### src/rtl/spi_tgt_pkg.sv
package spi_tgt_pkg;

    localparam int unsigned BYTE_W  = 8;
    localparam int unsigned ADDR_W  = 2;

    // status word bit positions
    localparam int unsigned ST_FULL = 0;
    localparam int unsigned ST_OVF  = 1;
    localparam int unsigned ST_TXE  = 2;

    typedef enum logic [ADDR_W-1:0] {
        REG_DATA = 2'd0,
        REG_STAT = 2'd1,
        REG_CTRL = 2'd2,
        REG_NONE = 2'd3
    } reg_sel_e;

    // bit 1 = idle clock level, bit 0 = phase
    typedef struct packed {
        logic cpol;
        logic cpha;
    } clk_mode_t;

    typedef struct packed {
        logic rise;
        logic fall;
    } sck_edges_t;

    typedef struct packed {
        logic sample;
        logic launch;
    } bit_events_t;

    // Map raw clock edges onto sampling and launching events for a mode.
    function automatic bit_events_t decode_edges(clk_mode_t m, sck_edges_t e);
        bit_events_t ev;
        logic leading;
        logic trailing;
        leading   = m.cpol ? e.fall : e.rise;
        trailing  = m.cpol ? e.rise : e.fall;
        ev.sample = m.cpha ? trailing : leading;
        ev.launch = trailing;
        return ev;
    endfunction

endpackage

### src/rtl/spi_tgt_sync.sv
module spi_tgt_sync #(
    parameter int unsigned N_SIG   = 3,
    parameter int unsigned STAGES  = 2,
    parameter logic [N_SIG-1:0] RST_VAL = '0
) (
    input  logic             clk,
    input  logic             rst,
    input  logic [N_SIG-1:0] din,
    output logic [N_SIG-1:0] dout
);

    for (genvar g = 0; g < N_SIG; g++) begin : g_chain
        logic [STAGES-1:0] q;
        always_ff @(posedge clk) begin
            if (rst) begin
                q <= {STAGES{RST_VAL[g]}};
            end else begin
                q <= {q[STAGES-2:0], din[g]};
            end
        end
        assign dout[g] = q[STAGES-1];
    end

endmodule

### src/rtl/spi_tgt_shifter.sv
module spi_tgt_shifter
    import spi_tgt_pkg::*;
#(
    parameter int unsigned W = BYTE_W
) (
    input  logic         clk,
    input  logic         rst,
    input  logic         sck_s,
    input  logic         ss_n_s,
    input  logic         mosi_s,
    input  clk_mode_t    mode,
    input  logic [W-1:0] tx_hold,
    output logic         tx_load,
    output logic         rx_done,
    output logic [W-1:0] rx_byte,
    output logic         miso_bit,
    output logic         miso_oe
);

    localparam int unsigned CNT_W = (W > 2) ? $clog2(W) : 1;
    localparam logic [CNT_W-1:0] LAST = CNT_W'(W - 1);

    logic             sck_q;
    logic             ss_n_q;
    logic [CNT_W-1:0] in_cnt;
    logic [CNT_W-1:0] out_cnt;
    logic [W-1:0]     rx_sh;
    logic [W-1:0]     tx_sh;

    sck_edges_t  edges;
    bit_events_t ev;
    logic        selected;
    logic        start;
    logic        sample_en;
    logic        launch_en;

    always_comb begin
        edges.rise = sck_s & ~sck_q;
        edges.fall = ~sck_s & sck_q;
        ev         = decode_edges(mode, edges);
        selected   = ~ss_n_s;
        start      = ss_n_q & ~ss_n_s;
        sample_en  = ev.sample & selected & ~start;
        launch_en  = ev.launch & selected & ~start;
    end

    always_ff @(posedge clk) begin
        if (rst) begin
            sck_q   <= 1'b0;
            ss_n_q  <= 1'b1;
            in_cnt  <= '0;
            out_cnt <= '0;
            rx_sh   <= '0;
            tx_sh   <= '0;
        end else begin
            sck_q  <= sck_s;
            ss_n_q <= ss_n_s;
            if (!selected) begin
                in_cnt  <= '0;
                out_cnt <= '0;
            end else if (start) begin
                tx_sh   <= tx_hold;
                in_cnt  <= '0;
                out_cnt <= '0;
            end else begin
                if (sample_en) begin
                    rx_sh  <= {rx_sh[W-2:0], mosi_s};
                    in_cnt <= (in_cnt == LAST) ? '0 : in_cnt + 1'b1;
                end
                if (launch_en) begin
                    if (out_cnt == LAST) begin
                        tx_sh   <= tx_hold;
                        out_cnt <= '0;
                    end else begin
                        tx_sh   <= {tx_sh[W-2:0], 1'b0};
                        out_cnt <= out_cnt + 1'b1;
                    end
                end
            end
        end
    end

    assign rx_done  = sample_en & (in_cnt == LAST);
    assign rx_byte  = {rx_sh[W-2:0], mosi_s};
    assign tx_load  = start | (launch_en & (out_cnt == LAST));
    assign miso_bit = tx_sh[W-1];
    assign miso_oe  = selected;

    AST_DONE_ONLY_SELECTED: assert property (@(posedge clk) disable iff (rst)
        rx_done |-> !ss_n_s) else $error("byte completed while deselected");

    AST_DESELECT_RESTARTS: assert property (@(posedge clk) disable iff (rst)
        ss_n_s |=> (in_cnt == '0 && out_cnt == '0)) else $error("count survived deselect");

endmodule

### src/rtl/spi_tgt_regs.sv
module spi_tgt_regs
    import spi_tgt_pkg::*;
#(
    parameter int unsigned W = BYTE_W
) (
    input  logic              clk,
    input  logic              rst,
    input  logic              bus_wr,
    input  logic              bus_rd,
    input  logic [ADDR_W-1:0] bus_addr,
    input  logic [W-1:0]      bus_wdata,
    output logic [W-1:0]      bus_rdata,
    output clk_mode_t         mode,
    output logic [W-1:0]      tx_hold,
    input  logic              tx_load,
    input  logic              rx_done,
    input  logic [W-1:0]      rx_byte,
    output logic              rx_full,
    output logic              rx_ovf
);

    reg_sel_e     sel;
    logic         wr_data;
    logic         wr_ctrl;
    logic         rd_data;
    logic         rd_stat;
    logic         clear_now;
    logic         armed;
    logic         tx_empty;
    logic [W-1:0] rx_data;

    always_comb begin
        sel       = reg_sel_e'(bus_addr);
        wr_data   = bus_wr && (sel == REG_DATA);
        wr_ctrl   = bus_wr && (sel == REG_CTRL);
        rd_data   = bus_rd && (sel == REG_DATA);
        rd_stat   = bus_rd && (sel == REG_STAT);
        clear_now = rd_data && armed;
    end

    always_ff @(posedge clk) begin
        if (rst) begin
            mode     <= '0;
            tx_hold  <= '0;
            tx_empty <= 1'b1;
        end else begin
            if (wr_ctrl) begin
                mode <= clk_mode_t'(bus_wdata[1:0]);
            end
            if (wr_data) begin
                tx_hold  <= bus_wdata;
                tx_empty <= 1'b0;
            end else if (tx_load) begin
                tx_empty <= 1'b1;
            end
        end
    end

    always_ff @(posedge clk) begin
        if (rst) begin
            rx_data <= '0;
            rx_full <= 1'b0;
            rx_ovf  <= 1'b0;
            armed   <= 1'b0;
        end else begin
            if (rx_done) begin
                if (!rx_full || clear_now) begin
                    rx_data <= rx_byte;
                    rx_full <= 1'b1;
                    rx_ovf  <= 1'b0;
                end else begin
                    rx_ovf  <= 1'b1;
                end
            end else if (clear_now) begin
                rx_full <= 1'b0;
                rx_ovf  <= 1'b0;
            end
            if (rd_stat) begin
                armed <= rx_full;
            end else if (rd_data) begin
                armed <= 1'b0;
            end
        end
    end

    always_comb begin
        bus_rdata = '0;
        unique case (sel)
            REG_DATA: bus_rdata = rx_data;
            REG_STAT: begin
                bus_rdata[ST_FULL] = rx_full;
                bus_rdata[ST_OVF]  = rx_ovf;
                bus_rdata[ST_TXE]  = tx_empty;
            end
            REG_CTRL: bus_rdata[1:0] = mode;
            REG_NONE: bus_rdata = '0;
        endcase
    end

    AST_FULL_AFTER_BYTE: assert property (@(posedge clk) disable iff (rst)
        rx_done |=> rx_full) else $error("byte done but not full");

    AST_NO_OVERFLOW_WITHOUT_FULL: assert property (@(posedge clk) disable iff (rst)
        rx_ovf |-> rx_full) else $error("overflow without pending byte");

    AST_OVERRUN_KEEPS_DATA: assert property (@(posedge clk) disable iff (rst)
        (rx_done && rx_full && !clear_now) |=> $stable(rx_data)) else $error("unread byte overwritten");

    AST_CLEAR_NEEDS_SEQUENCE: assert property (@(posedge clk) disable iff (rst)
        $fell(rx_full) |-> $past(rd_data && armed)) else $error("full cleared without status+data read");

    AST_COLLIDE_STAYS_FULL: assert property (@(posedge clk) disable iff (rst)
        (rx_done && clear_now) |=> (rx_full && !rx_ovf)) else $error("collision mishandled");

endmodule

### src/rtl/spi_target.sv
module spi_target
    import spi_tgt_pkg::*;
#(
    parameter int unsigned DATA_W      = BYTE_W,
    parameter int unsigned SYNC_STAGES = 2
) (
    input  logic              clk,
    input  logic              rst,
    input  logic              sck_in,
    input  logic              ss_n_in,
    input  logic              mosi_in,
    output logic              miso_out,
    output logic              miso_oe,
    input  logic              bus_wr,
    input  logic              bus_rd,
    input  logic [ADDR_W-1:0] bus_addr,
    input  logic [DATA_W-1:0] bus_wdata,
    output logic [DATA_W-1:0] bus_rdata,
    output logic              rx_full,
    output logic              rx_ovf
);

    localparam int unsigned N_SIG = 3;
    // index 0 = clock, 1 = select, 2 = data; select idles high
    localparam logic [N_SIG-1:0] SYNC_RST = 3'b010;

    logic [N_SIG-1:0]  pins_s;
    clk_mode_t         mode;
    logic [DATA_W-1:0] tx_hold;
    logic              tx_load;
    logic              rx_done;
    logic [DATA_W-1:0] rx_byte;

    spi_tgt_sync #(
        .N_SIG   (N_SIG),
        .STAGES  (SYNC_STAGES),
        .RST_VAL (SYNC_RST)
    ) u_sync (
        .clk  (clk),
        .rst  (rst),
        .din  ({mosi_in, ss_n_in, sck_in}),
        .dout (pins_s)
    );

    spi_tgt_shifter #(
        .W (DATA_W)
    ) u_shift (
        .clk      (clk),
        .rst      (rst),
        .sck_s    (pins_s[0]),
        .ss_n_s   (pins_s[1]),
        .mosi_s   (pins_s[2]),
        .mode     (mode),
        .tx_hold  (tx_hold),
        .tx_load  (tx_load),
        .rx_done  (rx_done),
        .rx_byte  (rx_byte),
        .miso_bit (miso_out),
        .miso_oe  (miso_oe)
    );

    spi_tgt_regs #(
        .W (DATA_W)
    ) u_regs (
        .clk       (clk),
        .rst       (rst),
        .bus_wr    (bus_wr),
        .bus_rd    (bus_rd),
        .bus_addr  (bus_addr),
        .bus_wdata (bus_wdata),
        .bus_rdata (bus_rdata),
        .mode      (mode),
        .tx_hold   (tx_hold),
        .tx_load   (tx_load),
        .rx_done   (rx_done),
        .rx_byte   (rx_byte),
        .rx_full   (rx_full),
        .rx_ovf    (rx_ovf)
    );

    AST_OE_OFF_WHEN_IDLE: assert property (@(posedge clk) disable iff (rst)
        $rose(pins_s[1]) |-> !miso_oe) else $error("output enabled while deselected");

endmodule

### config.mk
export PLATFORM = sky130hd
export DESIGN_NAME = spi_target
export DESIGN_NICKNAME = d
export VERILOG_FILES = /design/src/rtl/spi_tgt_pkg.sv /design/src/rtl/spi_tgt_sync.sv /design/src/rtl/spi_tgt_shifter.sv /design/src/rtl/spi_tgt_regs.sv /design/src/rtl/spi_target.sv
export SDC_FILE = /design/constraint.sdc
export NUM_CORES = 1
export LEC_CHECK = 0
export BUFFER_PORTS_ARGS = -buffer_cell sky130_fd_sc_hd__buf_4
export CORE_ASPECT_RATIO = 0.75
export CORE_MARGIN = 10
export CORE_UTILIZATION = 35
export CTS_CLUSTER_DIAMETER = 150
export DETAILED_ROUTE_END_ITERATION = 8
export GPL_TIMING_DRIVEN = 0
export SYNTH_ARGS = -nofsm -noshare
export SYNTH_HDL_FRONTEND = slang
export SYNTH_HIERARCHICAL = 1
export SYNTH_SLANG_ARGS = --single-unit
### constraint.sdc
create_clock -name clk -period 2.4 [get_ports clk]
set_clock_uncertainty 0.1 [all_clocks]
set_input_delay 0.36 -clock clk [delete_from_list [all_inputs] [get_ports clk]]
set_output_delay 0.36 -clock clk [all_outputs]
set_load 0.01 [all_outputs]
==> flow_summary.toml <==
[layout]
fin_util_pct = 43.9
nets = 300
n_antenna_cell = 0
fill_cells = 621
multi_input_area_um2 = 1210
layout.area.seq_um2 = 1020
area_growth_syn_to_layout_pct = 19.2
final_layout_size_suffix_gt1_share_pct = 21.4

[routing]
first_iter_violations = 85
wl_um = 5240
drc = 0
vias = 1805
drt_pass1_iterations = 4
ant_nets = 0
wl_per_cell_um = 14.5
viasPerCell = 5.00

[die]
rows = 25
die_x_um = 115
io_pins = 29
start_util_pct = 36.9
dieHeight_um = 91.3
dieArea_um2 = 10500
coreArea_um2 = 6440

[yosys]
synth_edf_count = 0
synth.cells.most_frequent = "dfxtp_1 (51), mux2i_1 (34), nor2_1 (32), nand2_1 (10), nor3b_1 (9)"
synthTopCellsByArea = "dfxtp_1 (43%), mux2i_1 (14%), nor2_1 (5.1%)"
syn_inst = 245
synth_area_um2 = 2370
ys_types = 39
syn_nets = 266
yosys.area.top_type_share_pct = 43.0
yosysMostFrequentCell = "dfxtp_1"
avgSynthCellArea_um2 = 9.69
synth_seq_area_share_pct = 43.0
ys_warn_count = 6
async_flop_share_pct = 0
yosysTopAreaCell = "dfxtp_1"
ys_ff_latch = 51
synth_ff_type = "dfxtp_1"

[critical_path]
crit_path_frequent_cell = "buf_4"
r2r_slack_ps = 130
crit_chain = "buf_4, nor4b_2, mux2i_1, buf_4, nor2_1, buf_2, clkbuf_4, nor3b_1, a31oi_1, o311ai_0"
path_max_fanout = 10
critPathMaxStageDelay_ps = 310
reg2reg_to = "u_regs/rx_data[5]$_SDFFE_PP0P_"
r2r_start = "u_sync/g_chain[1].q[1]$_SDFF_PP1_"
endpoint_kind = "flop"
path_buf_inv = 4
critical_path_required_ps = 2460
arrival_ps = 2330
setup.worst_path.class = "flop to flop"
cpLargestDelayFamily = "buffers and inverters"
rr_worst_depth = 10
crit_slowest_cell = "dfxtp_1"
start_kind = "flop"

[sta]
period_share_pct = 94.4
layout_min_cycle_time_ps = 2270
relSlewSlack_pct = 65.9
finalHoldViolCount = 0
clock.fmax_mhz = 441
finalMaxSlewViolations = 0
fin_tns_setup_ps = 0
layout_setup_ws_ps = 135
setup_viol = 0
worst_pin_slew_ps = 511

[grt]
grt_pass1_wl_um = 8910
grt_usage_pct = 10.2
grt_overflow = 0
antenna_found_initial = 0
grt_pass1_vias = 1796
grt_max_degree = 16

[clocking]
clk_pin_slew_worst_paths_ps = 90
cts_root_buf = "clkbuf_8"
cts.sinks = 51
clock_tree.buffer_depth = 2
clkLatencyLatePin_ps = 300
cts_tree = "done"
htree_levels = 2
cts-hold-fix-buffers = 0
cts_buffers = 5

[hold_path]
hold_depth = 2
min_path_type = "primary input to flop"
min_to = "u_sync/g_chain[1].q[0]$_SDFF_PP1_"
hp-start = "ss_n_in"

[job]
timing.max_cap.violations = 0

[placed_design]
post-dp-hpwl_um = 3750
gp_congestion = 0.801
pre_cts_slack_ps = -206
io_buffers = 26

[run_status]
run_status = "finished, final reports clean"

[pwr]
leakagePower_nw = 1.18
p_per_area_nw_per_um2 = 598
peakVddDrop_uv = 239
[metrics by stage]
step / hold slack [ps] / total power, W / instance area [µm²] / std cells
after floorplan: 283 / 0.000967 / 2370 / 245
after global placement: 290 / 0.00101 / 2670 / 352
final: 141 / 0.00169 / 2830 / 361
after CTS: 135 / 0.00171 / 2810 / 360
after detailed placement: 302 / 0.00101 / 2670 / 352
after global routing: 137 / 0.00176 / 2830 / 361
[sequential cells by signal, summed over array words and instances (netlist names), 2 cells and up]
signal and cells:
u_regs/mode 2, u_regs/rx_data 8, u_regs/tx_hold 8, u_shift/in_cnt 3, u_shift/out_cnt 3, u_shift/rx_sh 7, u_shift/tx_sh 8, u_sync/g_chain.q 6
[cell families after synthesis]
logic type | count (synthesis) | share of synthesized area (%)
XOR/XNOR | 1 | 0.369
AND/OR/NAND/NOR | 93 | 22.2
adder cells (fa/ha/maj) | 4 | 2.11
multiplexers | 34 | 14.3
AO/OA/AOI/OAI | 35 | 11.4
buffers and inverters | 27 | 6.53
flip-flops | 51 | 43.0
[placed cells by master, fill, tap and decap left out, drive strengths merged, types with 3 or more instances in the layout]
cell type | Yosys | routed
mux2i | 34 | 34
a31oi | 8 | 8
and2 | 5 | 5
nor2b | 8 | 8
o21ai | 5 | 5
a21oi | 6 | 6
nand3b | 5 | 5
buf | 13 | 40
nor3b | 9 | 9
nor2 | 33 | 33
a211oi | 7 | 7
inv | 6 | 6
ha | 4 | 4
nand4 | 7 | 7
or2 | 3 | 3
dfxtp | 51 | 51
clkbuf | 8 | 14
o311ai | 7 | 7
nor4b | 3 | 3
nand2 | 10 | 10
[per-layer routing]
metal	track usage, %	up-vias	routed length [µm]
li1	-	935	-
met1	15.0	824	2710
met2	13.4	39	2130
met3	2.50	7	308
met4	4.42	0	84
met5	0	-	0
[power breakdown]
group	leakage [nW]	total, W	internal [W]	switching [W]
clock network	0.0654	0.000701	0.000417	0.000284
registers	0.414	0.000874	0.000864	0.00000991
logic	0.699	0.000119	0.0000569	0.0000625
total	1.18	0.00169	0.00134	0.000356
[worst max-delay path by stage]
stage	startpoint	endpoint	cells after the start
after floorplan	u_sync/g_chain[1].q[1]$_SDFF_PP1_	u_regs/rx_data[5]$_SDFFE_PP0P_	10
after global placement	u_sync/g_chain[1].q[1]$_SDFF_PP1_	u_regs/rx_data[6]$_SDFFE_PP0P_	9
after global routing	u_sync/g_chain[1].q[1]$_SDFF_PP1_	u_regs/rx_data[5]$_SDFFE_PP0P_	10
final	u_sync/g_chain[1].q[1]$_SDFF_PP1_	u_regs/rx_data[5]$_SDFFE_PP0P_	10
after CTS	u_regs/mode[1]$_SDFFE_PP0P_	u_regs/rx_data[1]$_SDFFE_PP0P_	8
after detailed placement	u_sync/g_chain[1].q[1]$_SDFF_PP1_	u_regs/rx_data[5]$_SDFFE_PP0P_	9
[layout make-up]
| cell class | instances | share of cell area (%) |
|---|---|---|
| clock buffers | 6 | 2.56 |
| flip-flops and latches | 51 | 36.1 |
| plain buffers | 21 | 4.82 |
| inverters | 6 | 0.795 |
| clock inverters | 2 | 2.12 |
| well taps | 81 | 3.58 |
| multi-input cells | 167 | 42.9 |
| repair buffers | 27 | 7.16 |
[what timing repair did]
action,4_1_cts,5_1_grt
setup endpoints to repair,8,9
gates resized for setup,2,5
pin swaps,0,0
setup buffers,0,1
Power figures use the tool's default switching activity.
